`config.mk`:
```
export PLATFORM = sky130hd
export DESIGN_NAME = prio_irq_acceptor
export DESIGN_NICKNAME = d
export VERILOG_FILES = /design/src/rtl/prio_irq_pkg.sv /design/src/rtl/prio_irq_pin_edge.sv /design/src/rtl/prio_irq_chain.sv /design/src/rtl/prio_irq_flags.sv /design/src/rtl/prio_irq_acceptor.sv
export SDC_FILE = /design/constraint.sdc
export NUM_CORES = 1
export LEC_CHECK = 0
export BUFFER_PORTS_ARGS = -buffer_cell sky130_fd_sc_hd__buf_2
export CAP_MARGIN = 5
export CORE_ASPECT_RATIO = 1.2
export CORE_MARGIN = 4
export CORE_UTILIZATION = 49
export CTS_CLUSTER_SIZE = 24
export DETAILED_ROUTE_END_ITERATION = 10
export PLACE_DENSITY_LB_ADDON = 0.1
export SLEW_MARGIN = 20
export SYNTH_ARGS = -nofsm -noshare
export SYNTH_HDL_FRONTEND = slang
export SYNTH_SLANG_ARGS = --single-unit
```
`constraint.sdc`:
```
create_clock -name clk -period 2 [get_ports clk]
set_input_delay 0.1 -clock clk [delete_from_list [all_inputs] [get_ports clk]]
set_output_delay 0.1 -clock clk [all_outputs]
set_load 0.03 [all_outputs]
```
`src/rtl/prio_irq_pkg.sv`:
```
package prio_irq_pkg;
  typedef enum logic {
    SEL_REQ = 1'b0,
    SEL_EN  = 1'b1
  } flag_sel_e;
endpackage

```
`src/rtl/prio_irq_pin_edge.sv`:
```
module prio_irq_pin_edge #(
  parameter int NUM_PINS = 6
) (
  input  logic                clk,
  input  logic                rst,
  input  logic [NUM_PINS-1:0] pin_n_i,
  output logic [NUM_PINS-1:0] fall_o
);
  genvar g;
  generate
    for (g = 0; g < NUM_PINS; g++) begin : g_pin
      logic meta_q, sync_q, prev_q;
      always_ff @(posedge clk) begin
        if (rst) begin
          meta_q <= 1'b1;
          sync_q <= 1'b1;
          prev_q <= 1'b1;
        end else begin
          meta_q <= pin_n_i[g];
          sync_q <= meta_q;
          prev_q <= sync_q;
        end
      end
      assign fall_o[g] = prev_q & ~sync_q;
    end
  endgenerate
endmodule

```
`src/rtl/prio_irq_chain.sv`:
```
module prio_irq_chain #(
  parameter int NUM_SRC = 12,
  localparam int IDX_W = $clog2(NUM_SRC)
) (
  input  logic               grant_in,
  input  logic [NUM_SRC-1:0] req_i,
  input  logic [NUM_SRC-1:0] en_i,
  output logic [NUM_SRC-1:0] take_o,
  output logic               any_o,
  output logic [IDX_W-1:0]   idx_o
);
  logic [NUM_SRC:0] pass;
  assign pass[0] = grant_in;

  genvar g;
  generate
    for (g = 0; g < NUM_SRC; g++) begin : g_link
      logic want;
      assign want      = req_i[g] & en_i[g];
      assign take_o[g] = pass[g] & want;
      assign pass[g+1] = pass[g] & ~want;
    end
  endgenerate

  assign any_o = |take_o;

  always_comb begin
    idx_o = '0;
    for (int i = 0; i < NUM_SRC; i++) begin
      if (take_o[i]) idx_o = idx_o | IDX_W'(i);
    end
  end
endmodule

```
`src/rtl/prio_irq_flags.sv`:
```
module prio_irq_flags
  import prio_irq_pkg::*;
#(
  parameter int NUM_SRC = 12
) (
  input  logic               clk,
  input  logic               rst,
  input  logic [NUM_SRC-1:0] set_i,
  input  logic [NUM_SRC-1:0] take_i,
  input  logic               take_any_i,
  input  logic               gie_set_i,
  input  logic               gie_clr_i,
  input  logic               wr_en_i,
  input  flag_sel_e          wr_sel_i,
  input  logic [NUM_SRC-1:0] wr_data_i,
  output logic [NUM_SRC-1:0] req_o,
  output logic [NUM_SRC-1:0] en_o,
  output logic               gie_o
);
  logic [NUM_SRC-1:0] req_base;

  always_comb begin
    req_base = req_o;
    if (wr_en_i && wr_sel_i == SEL_REQ) req_base = wr_data_i;
  end

  always_ff @(posedge clk) begin
    if (rst) begin
      req_o <= '0;
      en_o  <= '0;
      gie_o <= 1'b0;
    end else begin
      req_o <= (req_base & ~take_i) | set_i;
      if (wr_en_i && wr_sel_i == SEL_EN) en_o <= wr_data_i;
      if (take_any_i || gie_clr_i) gie_o <= 1'b0;
      else if (gie_set_i)          gie_o <= 1'b1;
    end
  end
endmodule

```
`src/rtl/prio_irq_acceptor.sv`:
```
module prio_irq_acceptor
  import prio_irq_pkg::*;
#(
  parameter int          NUM_PINS   = 6,
  parameter int          NUM_PERIPH = 6,
  parameter int          VEC_W      = 12,
  parameter logic [11:0] VEC_BASE   = 12'h100,
  parameter int          STRIDE_SH  = 2,
  localparam int         NUM_SRC    = NUM_PINS + NUM_PERIPH,
  localparam int         IDX_W      = $clog2(NUM_SRC)
) (
  input  logic                  clk,
  input  logic                  rst,
  input  logic [NUM_PINS-1:0]   pin_n_i,
  input  logic [NUM_PERIPH-1:0] periph_req_i,
  input  logic                  gie_set_i,
  input  logic                  gie_clr_i,
  input  logic                  wr_en_i,
  input  logic                  wr_sel_i,
  input  logic [NUM_SRC-1:0]    wr_data_i,
  output logic [NUM_SRC-1:0]    req_flags_o,
  output logic [NUM_SRC-1:0]    en_flags_o,
  output logic                  gie_o,
  output logic                  accept_o,
  output logic [VEC_W-1:0]      vec_o
);
  logic [NUM_PINS-1:0] pin_fall;
  logic [NUM_SRC-1:0]  set_vec, take;
  logic                take_any;
  logic [IDX_W-1:0]    take_idx;

  prio_irq_pin_edge #(.NUM_PINS(NUM_PINS)) u_edge (
    .clk(clk), .rst(rst), .pin_n_i(pin_n_i), .fall_o(pin_fall)
  );

  assign set_vec = {periph_req_i, pin_fall};

  prio_irq_chain #(.NUM_SRC(NUM_SRC)) u_chain (
    .grant_in(gie_o), .req_i(req_flags_o), .en_i(en_flags_o),
    .take_o(take), .any_o(take_any), .idx_o(take_idx)
  );

  prio_irq_flags #(.NUM_SRC(NUM_SRC)) u_flags (
    .clk(clk), .rst(rst), .set_i(set_vec), .take_i(take),
    .take_any_i(take_any), .gie_set_i(gie_set_i), .gie_clr_i(gie_clr_i),
    .wr_en_i(wr_en_i), .wr_sel_i(flag_sel_e'(wr_sel_i)),
    .wr_data_i(wr_data_i), .req_o(req_flags_o), .en_o(en_flags_o),
    .gie_o(gie_o)
  );

  always_ff @(posedge clk) begin
    if (rst) begin
      accept_o <= 1'b0;
      vec_o    <= VEC_W'(VEC_BASE);
    end else begin
      accept_o <= take_any;
      if (take_any) vec_o <= VEC_W'(VEC_BASE) + (VEC_W'(take_idx) << STRIDE_SH);
    end
  end
endmodule

```
==> flow_metrics.env, run 1 <==
export IMPL_clk_path_buf_depth=2
export IMPL_drive_above_1_share_pct=32.31
export IMPL_num_vias=1735
export IMPL_power_frac_clock_pct=33.8
export IMPL_cp_slowest_cell="a222oi_1"
export IMPL_drv_slew=0
export IMPL_insertion_delay_ns=0.30
export IMPL_cts_sinks=48
export IMPL_rsz0062_at_grt="no"
export IMPL_antenna_found_initial=0
export IMPL_core_mm2=0.003910
export IMPL_async_flop_share_pct=0
export IMPL_min_path_type="in2reg"
export IMPL_start_util_pct=50.46
export IMPL_arrival_ns=1.96
export IMPL_io_buffer_count=59
export IMPL_synth_most_common_cell="nand2_1"
export IMPL_antennaDiodeCount=0
export IMPL_cp_required_ns=2.22
export IMPL_routed_wl_um=4470
export IMPL_skew_ns=0.008440
export IMPL_p_leak_nw=1.093
export IMPL_fp_row_count=25
export IMPL_cts_made_buffers=5
export IMPL_ant_nets=0
export IMPL_nNetsFinal=323
export IMPL_crit_end="vec_o[3]"
export IMPL_worst_pin_slew_ns=0.6585
export IMPL_yosysWarnings=0
export IMPL_endpoint_kind="flip-flop"
export IMPL_holdWs_ns=0.009960
export IMPL_period_needed_ns=1.741
export IMPL_critical_path_class="reg2reg"
export IMPL_max_cap_violations=0
export IMPL_clk_pin_slew_ns=0.08
export IMPL_grt_pass1_wl_um=7417
export IMPL_areaGrowthSynthToFinish_pct=24.29
export IMPL_cp_start_kind="flip-flop"
export IMPL_cp_max_fo=6
export IMPL_drc_errors=0
export IMPL_synth_edf_count=0
export IMPL_grt_pass1_vias=1635
export IMPL_synth_main_ff_cell="dfxtp_1"
export IMPL_r2r_slack_ns=0.26
export IMPL_swShare_pct=27.01
export IMPL_postCtsSetupBuffers=0
export IMPL_dp_hpwl_um=3249
export IMPL_switching_power_w=0.0005504
export IMPL_num_io_pins=68
export IMPL_path_cells="a222oi_1 > nand4_1 > a21boi_2 > nor2_1 > a221oi_2"
export IMPL_setup_viol=0
export IMPL_ys_seq_elements=48
export IMPL_nFillCells=367
export IMPL_synth_top_area_share_pct=48.70
export IMPL_cts_root_buf="clkbuf_8"
export IMPL_finalHoldViolations=0
export IMPL_synthTopCellsByArea="dfxtp_1 (49%), nand2_1 (11%), or2_2 (5.7%)"
export IMPL_max_stage_delay_ns=0.50
export IMPL_ys_types=44
export IMPL_seq_area_frac_synth_pct=48.70
export IMPL_grt_total_usage_pct=18.35
export IMPL_drtIter0Drc=111
export IMPL_fmax_mhz=574.5
export IMPL_synth_common_cells="nand2_1 (57), dfxtp_1 (48), a21oi_1 (20), or2_2 (18)"
export IMPL_ctsResizeCount=0
export IMPL_r2r_end="vec_o[3]"
export IMPL_startpoint="u_flags.req_o[8]"
export IMPL_die_w_um=65.93
export IMPL_setup_tns_ns=0
export IMPL_finalCritPeriodShare_pct=87.03
export IMPL_rr_worst_depth=5
export IMPL_outcome="finished clean"
export IMPL_htree_levels=2
export IMPL_die_y_um=77.52
export IMPL_dieArea_mm2=0.005111
export IMPL_vias_per_cell=4.986
export IMPL_maxSlewHeadroom_pct=56.10
export IMPL_syn_area_mm2=0.001973
export IMPL_dr_pass1_iters=4
export IMPL_power_density_mw_per_mm2=830.8
export IMPL_combPwrFrac_pct=15.1
export IMPL_grt_overflow_total=0
export IMPL_p_seq_share_pct=51.2
export IMPL_grt_max_degree=44
export IMPL_syn_area_per_cell_um2=8.579
export IMPL_synthCells=230
export IMPL_cts_tree="done"
export IMPL_finalInstanceArea_mm2=0.002452
export IMPL_internal_power_w=0.001487
export IMPL_dpl_instance_area_mm2=0.002271
export IMPL_wl_per_cell_um=12.84
export IMPL_gp_congestion=0.8494
export IMPL_r2r_start="u_flags.req_o[8]"
export IMPL_peakVddDrop_v=0.0005742
export IMPL_yosysTopAreaCell="dfxtp_1"
-- layer usage --
layer | GRT usage (%) | part of all wire (%)
met5 | 0 | 0
met4 | 5.488 | 0.98
met1 | 20.45 | 41
met3 | 5.499 | 6.3
met2 | 32.90 | 52
-- metrics by stage --
stage | total power (W) | std cells | utilization (%) | worst slack, ns
2_1_floorplan | 0.001278 | 236 | - | 0.2706
3_5_place_dp | 0.001364 | 333 | 58.08 | 0.2745
6_report | 0.002037 | 348 | 62.72 | 0.2595
4_1_cts | 0.002058 | 348 | 62.72 | 0.2277
5_1_grt | 0.002131 | 348 | 62.72 | 0.03720
3_3_place_gp | 0.001361 | 333 | 58.08 | 0.3185
-- critical path, delay by kind of cell (launching register included) --
family	cells	cell delay, ns
AO/OA/AOI/OAI	3	1.03
flip-flops	1	0.34
AND/OR/NAND/NOR	2	0.29
-- flip-flops by register name, indices dropped and copies added (netlist names) --
| signal | cells |
|---|---|
| u_edge.g_pin.prev_q | 6 |
| vec_o | 4 |
| u_edge.g_pin.sync_q | 6 |
| accept_o | 1 |
| u_flags.en_o | 12 |
| u_flags.gie_o | 1 |
| u_flags.req_o | 12 |
| u_edge.g_pin.meta_q | 6 |
-- power groups by stage --
| stage | registers [W] | logic (W) | clock network (W) |
|---|---|---|---|
| final | 0.00104 | 0.000308 | 0.000688 |
| after global routing | 0.00105 | 0.000340 | 0.000740 |
| after CTS | 0.00104 | 0.000310 | 0.000705 |
| after detailed placement | 0.00106 | 0.000299 | 0 |
| after global placement | 0.00106 | 0.000299 | 0 |
| after floorplan | 0.00113 | 0.000151 | 0 |
-- final cells by class --
class	count	area [um^2]	share of cell area (%)
Clock buffer	5	68.82	2.806
Clock inverter	3	42.54	1.735
Inverter	4	15.01	0.6122
Multi-Input combinational cell	167	924.6	37.70
Sequential cell	48	960.9	39.18
Tap cell	54	67.56	2.755
Timing Repair Buffer	67	372.9	15.20
-- worst min path at each step --
stage                          from           endpoint  depth (start not counted)
floorplan                 gie_clr_i      u_flags.gie_o                          1
global placement          gie_clr_i      u_flags.gie_o                          2
detailed placement        gie_clr_i      u_flags.gie_o                          2
CTS                 periph_req_i[2]   u_flags.req_o[8]                          3
global route        periph_req_i[5]  u_flags.req_o[11]                          3
finish              periph_req_i[2]   u_flags.req_o[8]                          3
-- cells by family after synthesis --
group | Yosys count | synth area share, %
compound gates | 47 | 17.12
buf+inv | 21 | 5.580
flops | 48 | 48.70
mux | 3 | 1.522
other cells | 2 | 0.3806
simple gates | 109 | 26.70
-- timing repair --
| action | CTS | global route |
|---|---|---|
| endpoints found under the hold margin | 7 | 0 |
| hold buffers | 7 | 0 |
| endpoints found under the setup margin | 0 | 0 |
-- placed cells by master (no fill, tap or decap), types with 2 or more instances in the layout --
master,Yosys,final
o21ba_2,3,3
nand4_1,2,2
nand2_1,57,57
mux2i_1,3,3
nand3_1,2,2
nor2b_1,2,2
o221ai_1,3,3
a22oi_1,2,2
dlygate4sd3_1,0,7
nand2b_1,9,9
clkbuf_8,0,5
and2_1,2,2
nor2_1,9,9
conb_1,2,8
dfxtp_1,48,48
or2_2,18,18
a31oi_1,2,2
inv_1,4,4
a21oi_1,20,20
buf_2,1,59
o21ai_0,2,2
(Power assumes the default switching activity.)
==> inputs of run 2 (changes only) <==
--- a/config.mk
+++ b/config.mk
@@ -7,9 +7,9 @@
 export LEC_CHECK = 0
 export BUFFER_PORTS_ARGS = -buffer_cell sky130_fd_sc_hd__buf_2
 export CAP_MARGIN = 5
-export CORE_ASPECT_RATIO = 1.2
+export CORE_ASPECT_RATIO = 1.75
 export CORE_MARGIN = 4
-export CORE_UTILIZATION = 49
+export CORE_UTILIZATION = 46
 export CTS_CLUSTER_SIZE = 24
 export DETAILED_ROUTE_END_ITERATION = 10
 export PLACE_DENSITY_LB_ADDON = 0.1
==> run 2 against run 1 <==
Net effect:
- hold slack worse by 0.0050 ns
- power down 6.4%
- fmax decreased by 1.7%
- combinational power grew 3%
- core utilization decreased by 4.0 points
- clock power shrank 20%
- flip-flop and latch count unchanged
- global-route usage is essentially flat
- die area up 6.5%
- critical endpoint unchanged
- highest routed layer unchanged
==> flow_metrics.env, run 2 (synthesis results as in run 1) <==
export IMPL_num_vias=1747
export IMPL_grt_max_degree=21
export IMPL_cp_max_fo=6
export IMPL_cts_made_buffers=5
export IMPL_ff_latch_area_um2=960.9
export IMPL_antennaDiodeCount=0
export IMPL_areaGrowthSynthToFinish_pct=23.59
export IMPL_reg_top3="u_flags.en_o: 12 flops, u_flags.req_o: 12 flops"
export IMPL_cts_tree="done"
export IMPL_layout_common_cells="buf_2 (59), nand2_1 (57), dfxtp_1 (48)"
export IMPL_wl_met3_um=304
export IMPL_wl_met2_um=2701
export IMPL_critical_path_class="reg2reg"
export IMPL_finalCritPeriodShare_pct=88.53
export IMPL_endpoint_kind="flip-flop"
export IMPL_die_w_um=57.51
export IMPL_core_mm2=0.004150
export IMPL_antenna_found_initial=0
export IMPL_cts_root_buf="clkbuf_8"
export IMPL_die_y_um=94.64
export IMPL_num_io_pins=68
export IMPL_finalInstanceArea_mm2=0.002439
export IMPL_insertion_delay_ns=0.30
export IMPL_grt_total_usage_pct=18.33
export IMPL_clk_pin_slew_ns=0.09
export IMPL_nFillCells=419
export IMPL_final_common_cell="buf_2"
export IMPL_vias_per_cell=5.064
export IMPL_fmax_mhz=564.8
export IMPL_drc_errors=0
export IMPL_clk_path_buf_depth=2
export IMPL_multiInputGateArea_um2=924.6
export IMPL_drive_above_1_share_pct=32.77
export IMPL_worst_pin_slew_ns=0.6470
export IMPL_dp_hpwl_um=3615
export IMPL_finalHoldViolations=0
export IMPL_maxSlewHeadroom_pct=56.87
export IMPL_timing_final_ws_setup_ns=0.2293
export IMPL_fp_row_count=31
export IMPL_nNetsFinal=326
export IMPL_drv_slew=0
export IMPL_max_cap_violations=0
export IMPL_max_stage_delay_ns=0.50
export IMPL_cts_sinks=48
export IMPL_grt_pass1_vias=1721
export IMPL_routed_wl_um=4810
export IMPL_period_needed_ns=1.771
export IMPL_dr_pass1_iters=4
export IMPL_setup_viol=0
export IMPL_ant_nets=0
export IMPL_drtIter0Drc=67
export IMPL_cp_required_ns=2.22
export IMPL_cp_slowest_cell="a222oi_1"
export IMPL_min_path_type="in2reg"
export IMPL_path_cells="a222oi_1 > nand4_1 > a21boi_2 > nor2_1 > a221oi_2"
export IMPL_power_density_mw_per_mm2=782.1
export IMPL_wl_met1_um=1730
export IMPL_post_place_ws_ns=0.2368
export IMPL_wl_per_cell_um=13.94
export IMPL_gp_congestion=0.8178
export IMPL_start_util_pct=47.54
export IMPL_arrival_ns=1.99
export IMPL_grt_pass1_wl_um=7783
export IMPL_htree_levels=2
export IMPL_dpl_instance_area_mm2=0.002287
export IMPL_peakVddDrop_v=0.0005871
export IMPL_outcome="finished clean"
export IMPL_rsz0062_at_grt="no"
export IMPL_io_buffer_count=59
export IMPL_p_leak_nw=1.093
export IMPL_maxUsedRoutingLayer="met4"
export IMPL_dieArea_mm2=0.005443
export IMPL_grt_overflow_total=0
export IMPL_setup_tns_ns=0
export IMPL_cp_start_kind="flip-flop"
export IMPL_skew_ns=0.006325
run 2: path summary, 6_finish.rpt:
path	start	end	slack, ns	cells past startpoint
worst max-delay path	u_flags.req_o[8]	vec_o[3]	0.23	5
worst min-delay path	periph_req_i[0]	u_flags.req_o[6]	0.005	3
worst max register to register	u_flags.req_o[8]	vec_o[3]	0.23	5
worst min register to register	u_edge.g_pin[0].meta_q	u_edge.g_pin[0].sync_q	0.41	1
run 2: per-layer routing:
layer  up-vias  global-route usage [%]
met2        48                   35.00
met1       793                   18.25
li1        900                       -
met4         0                   7.157
met5         -                       0
met3         6                   4.651
run 2: critical path: cells and delay by family, from the launching register on:
family | cells | cell delay [ns]
AO/OA/AOI/OAI | 3 | 1.05
flip-flops | 1 | 0.35
AND/OR/NAND/NOR | 2 | 0.29
run 2: through the flow:
stage	hold WS (ns)	cells	utilization [%]	power (W)
2_1_floorplan	0.1767	236	-	0.001278
3_3_place_gp	0.2702	331	55.11	0.001368
3_5_place_dp	0.2715	331	55.11	0.001372
4_1_cts	0.003130	345	58.76	0.001935
5_1_grt	0.007966	345	58.76	0.002005
6_report	0.004970	345	58.76	0.001907
run 2: layout make-up:
cell class,instances,share of cell area (%)
timing repair buffer,70,16.21
sequential,48,39.40
tap,49,2.514
inverter,4,0.6157
clock inverter,2,0.5131
multi-input combinational,167,37.92
clock buffer,5,2.822
run 2: repair_timing:
item / 4_1_cts / 5_1_grt
resized for setup: 0 / 0
buffers inserted: 0 / 0
hold buffers: 7 / 0
endpoints found under the setup margin: 0 / 0
endpoints found under the hold margin: 7 / 0
run 2: report_power, final:
group | switching, W | internal [W]
registers | 0.0000372 | 0.00100
clock network | 0.000313 | 0.000237
logic | 0.000200 | 0.000115
==> inputs of run 3 (changes only) <==
--- a/config.mk
+++ b/config.mk
@@ -7,9 +7,11 @@
 export LEC_CHECK = 0
 export BUFFER_PORTS_ARGS = -buffer_cell sky130_fd_sc_hd__buf_2
 export CAP_MARGIN = 5
+export CELL_PAD_IN_SITES_DETAIL_PLACEMENT = 1
+export CELL_PAD_IN_SITES_GLOBAL_PLACEMENT = 1
 export CORE_ASPECT_RATIO = 1.75
 export CORE_MARGIN = 4
-export CORE_UTILIZATION = 46
+export CORE_UTILIZATION = 35
 export CTS_CLUSTER_SIZE = 24
 export DETAILED_ROUTE_END_ITERATION = 10
 export PLACE_DENSITY_LB_ADDON = 0.1
==> run 3 against run 2 <==
Net effect:
- combinational power grew 4%
- hold slack improved by 0.0093 ns
- sequential power hardly changed
- clock skew fell by 0.0029 ns
- core utilization is 12 points lower
- cell count is 7.8% higher
- critical endpoint unchanged
- wire length rose by 11%
- final area up 4.4%
- largest cell class unchanged
- setup slack improved by 0.024 ns
- critical path depth unchanged
- clock-buffer cell count did not move
- global-route usage shrank 2.2 points
==> flow_metrics.env, run 3 (synthesis results as in run 1) <==
export IMPL_outcome="finished clean"
export IMPL_finalCritPeriodShare_pct=87.32
export IMPL_power_frac_clock_pct=36.7
export IMPL_areaGrowthSynthToFinish_pct=28.98
export IMPL_fin_cells=372
export IMPL_fmax_mhz=572.6
export IMPL_combPwrFrac_pct=15.2
export IMPL_peakVddDrop_v=0.0004787
export IMPL_antenna_found_initial=0
export IMPL_die_w_um=64.76
export IMPL_cts_root_buf="clkbuf_8"
export IMPL_holdWs_ns=0.01428
export IMPL_arrival_ns=1.96
export IMPL_drive_above_1_share_pct=33.22
export IMPL_cts_made_buffers=5
export IMPL_ctsResizeCount=0
export IMPL_fp_row_count=35
export IMPL_skew_ns=0.003400
export IMPL_p_seq_share_pct=48.1
export IMPL_io_buffer_count=59
export IMPL_worst_pin_slew_ns=0.6678
export IMPL_postCtsSetupBuffers=0
export IMPL_swShare_pct=25.18
export IMPL_antennaDiodeCount=0
export IMPL_dr_pass1_iters=4
export IMPL_cts_sinks=48
export IMPL_grt_max_degree=27
export IMPL_cp_start_kind="flip-flop"
export IMPL_min_path_type="in2reg"
export IMPL_period_needed_ns=1.746
export IMPL_cp_required_ns=2.21
export IMPL_clk_pin_slew_ns=0.08
export IMPL_core_mm2=0.005386
export IMPL_layout_common_cells="buf_2 (59), nand2_1 (57), dfxtp_1 (48)"
export IMPL_start_util_pct=36.63
export IMPL_critical_path_class="reg2reg"
export IMPL_gp_congestion=0.8644
export IMPL_drc_errors=0
export IMPL_cp_max_fo=6
export IMPL_die_y_um=107.3
export IMPL_p_leak_nw=1.132
export IMPL_grt_total_usage_pct=16.17
export IMPL_final_common_cell="buf_2"
export IMPL_insertion_delay_ns=0.29
export IMPL_vias_per_cell=4.887
export IMPL_htree_levels=2
export IMPL_nFillCells=688
export IMPL_maxSlewHeadroom_pct=55.48
export IMPL_ctsHoldBuffers=7
export IMPL_dieArea_mm2=0.006950
export IMPL_grt_pass1_vias=1875
export IMPL_switching_power_w=0.0005444
export IMPL_num_vias=1818
export IMPL_grt_pass1_wl_um=8797
export IMPL_internal_power_w=0.001617
export IMPL_finalInstanceArea_mm2=0.002545
export IMPL_cts_tree="done"
export IMPL_num_io_pins=68
export IMPL_ant_nets=0
export IMPL_clk_path_buf_depth=2
export IMPL_dp_hpwl_um=4145
export IMPL_max_cap_violations=0
export IMPL_setup_viol=0
export IMPL_endpoint_kind="flip-flop"
export IMPL_power_density_mw_per_mm2=849.4
export IMPL_dpl_instance_area_mm2=0.002346
export IMPL_finalHoldViolations=0
export IMPL_wl_per_cell_um=14.40
export IMPL_drtIter0Drc=19
export IMPL_rsz0062_at_grt="no"
export IMPL_place_inst=358
export IMPL_drv_slew=0
export IMPL_grt_overflow_total=0
export IMPL_setup_tns_ns=0
export IMPL_reg_top3="u_flags.en_o: 12 flops, u_flags.req_o: 12 flops"
export IMPL_nNetsFinal=328
export IMPL_routed_wl_um=5357
==> run 3: cell count changes in the layout (fill, tap and decap cells not counted) <==
cell,previous run,this run
bufinv_16,0,2
buf_12,0,1
buf_4,4,5
clkinv_2,1,0
clkinvlp_4,1,0
==> run 3: cell type report <==
| cell class | instances | area (um^2) | area share (%) |
|---|---|---|---|
| clock buffer | 5 | 68.82 | 2.704 |
| clock inverter | 2 | 60.06 | 2.360 |
| timing repair buffer | 72 | 422.9 | 16.62 |
| tap | 74 | 92.59 | 3.638 |
| multi-input combinational | 167 | 924.6 | 36.33 |
| inverter | 4 | 15.01 | 0.5900 |
| sequential | 48 | 960.9 | 37.76 |
==> run 3: critical path: stages (launching register included) <==
cell	delay, ns
dfxtp_1	0.34
a222oi_1	0.52
nand4_1	0.18
a21boi_2	0.31
nor2_1	0.10
a221oi_2	0.23
==> run 3: power by group through the flow <==
stage                     Combinational [W]  Sequential, W  Clock (W)
after floorplan                    0.000151        0.00113          0
after global placement             0.000320        0.00106          0
after detailed placement           0.000322        0.00106          0
after CTS                          0.000333        0.00104   0.000820
after global routing               0.000361        0.00105   0.000865
final                              0.000328        0.00104   0.000794
==> run 3: routing by layer <==
layer  share of wire, %  wire length [um]  vias to the layer above  GRT usage, %
met3                4.5               241                        8         3.030
met1                 35              1890                      862         15.84
li1                   -                 -                      907             -
met2                 58              3133                       41         32.53
met4                1.7                92                        0         5.144
met5                  0                 0                        -             0
==> run 3: worst paths after layout <==
path | start | endpoint | slack (ns) | depth (start not counted)
hold / removal | periph_req_i[5] | u_flags.req_o[11] | 0.01 | 3
setup / recovery | u_flags.req_o[8] | vec_o[3] | 0.25 | 5
setup reg to reg | u_flags.req_o[8] | vec_o[3] | 0.25 | 5
hold reg to reg | u_edge.g_pin[4].meta_q | u_edge.g_pin[4].sync_q | 0.42 | 1
==> run 3: per-stage QoR <==
| stage | setup WS, ns | util [%] | power (W) |
|---|---|---|---|
| finish | 0.2535 | 47.25 | 0.002162 |
| global route | 0.07385 | 47.25 | 0.002275 |
| CTS | 0.2058 | 47.25 | 0.002194 |
| detailed placement | 0.2232 | 43.55 | 0.001386 |
| global placement | 0.2759 | 43.55 | 0.001382 |
| floorplan | 0.2706 | - | 0.001278 |
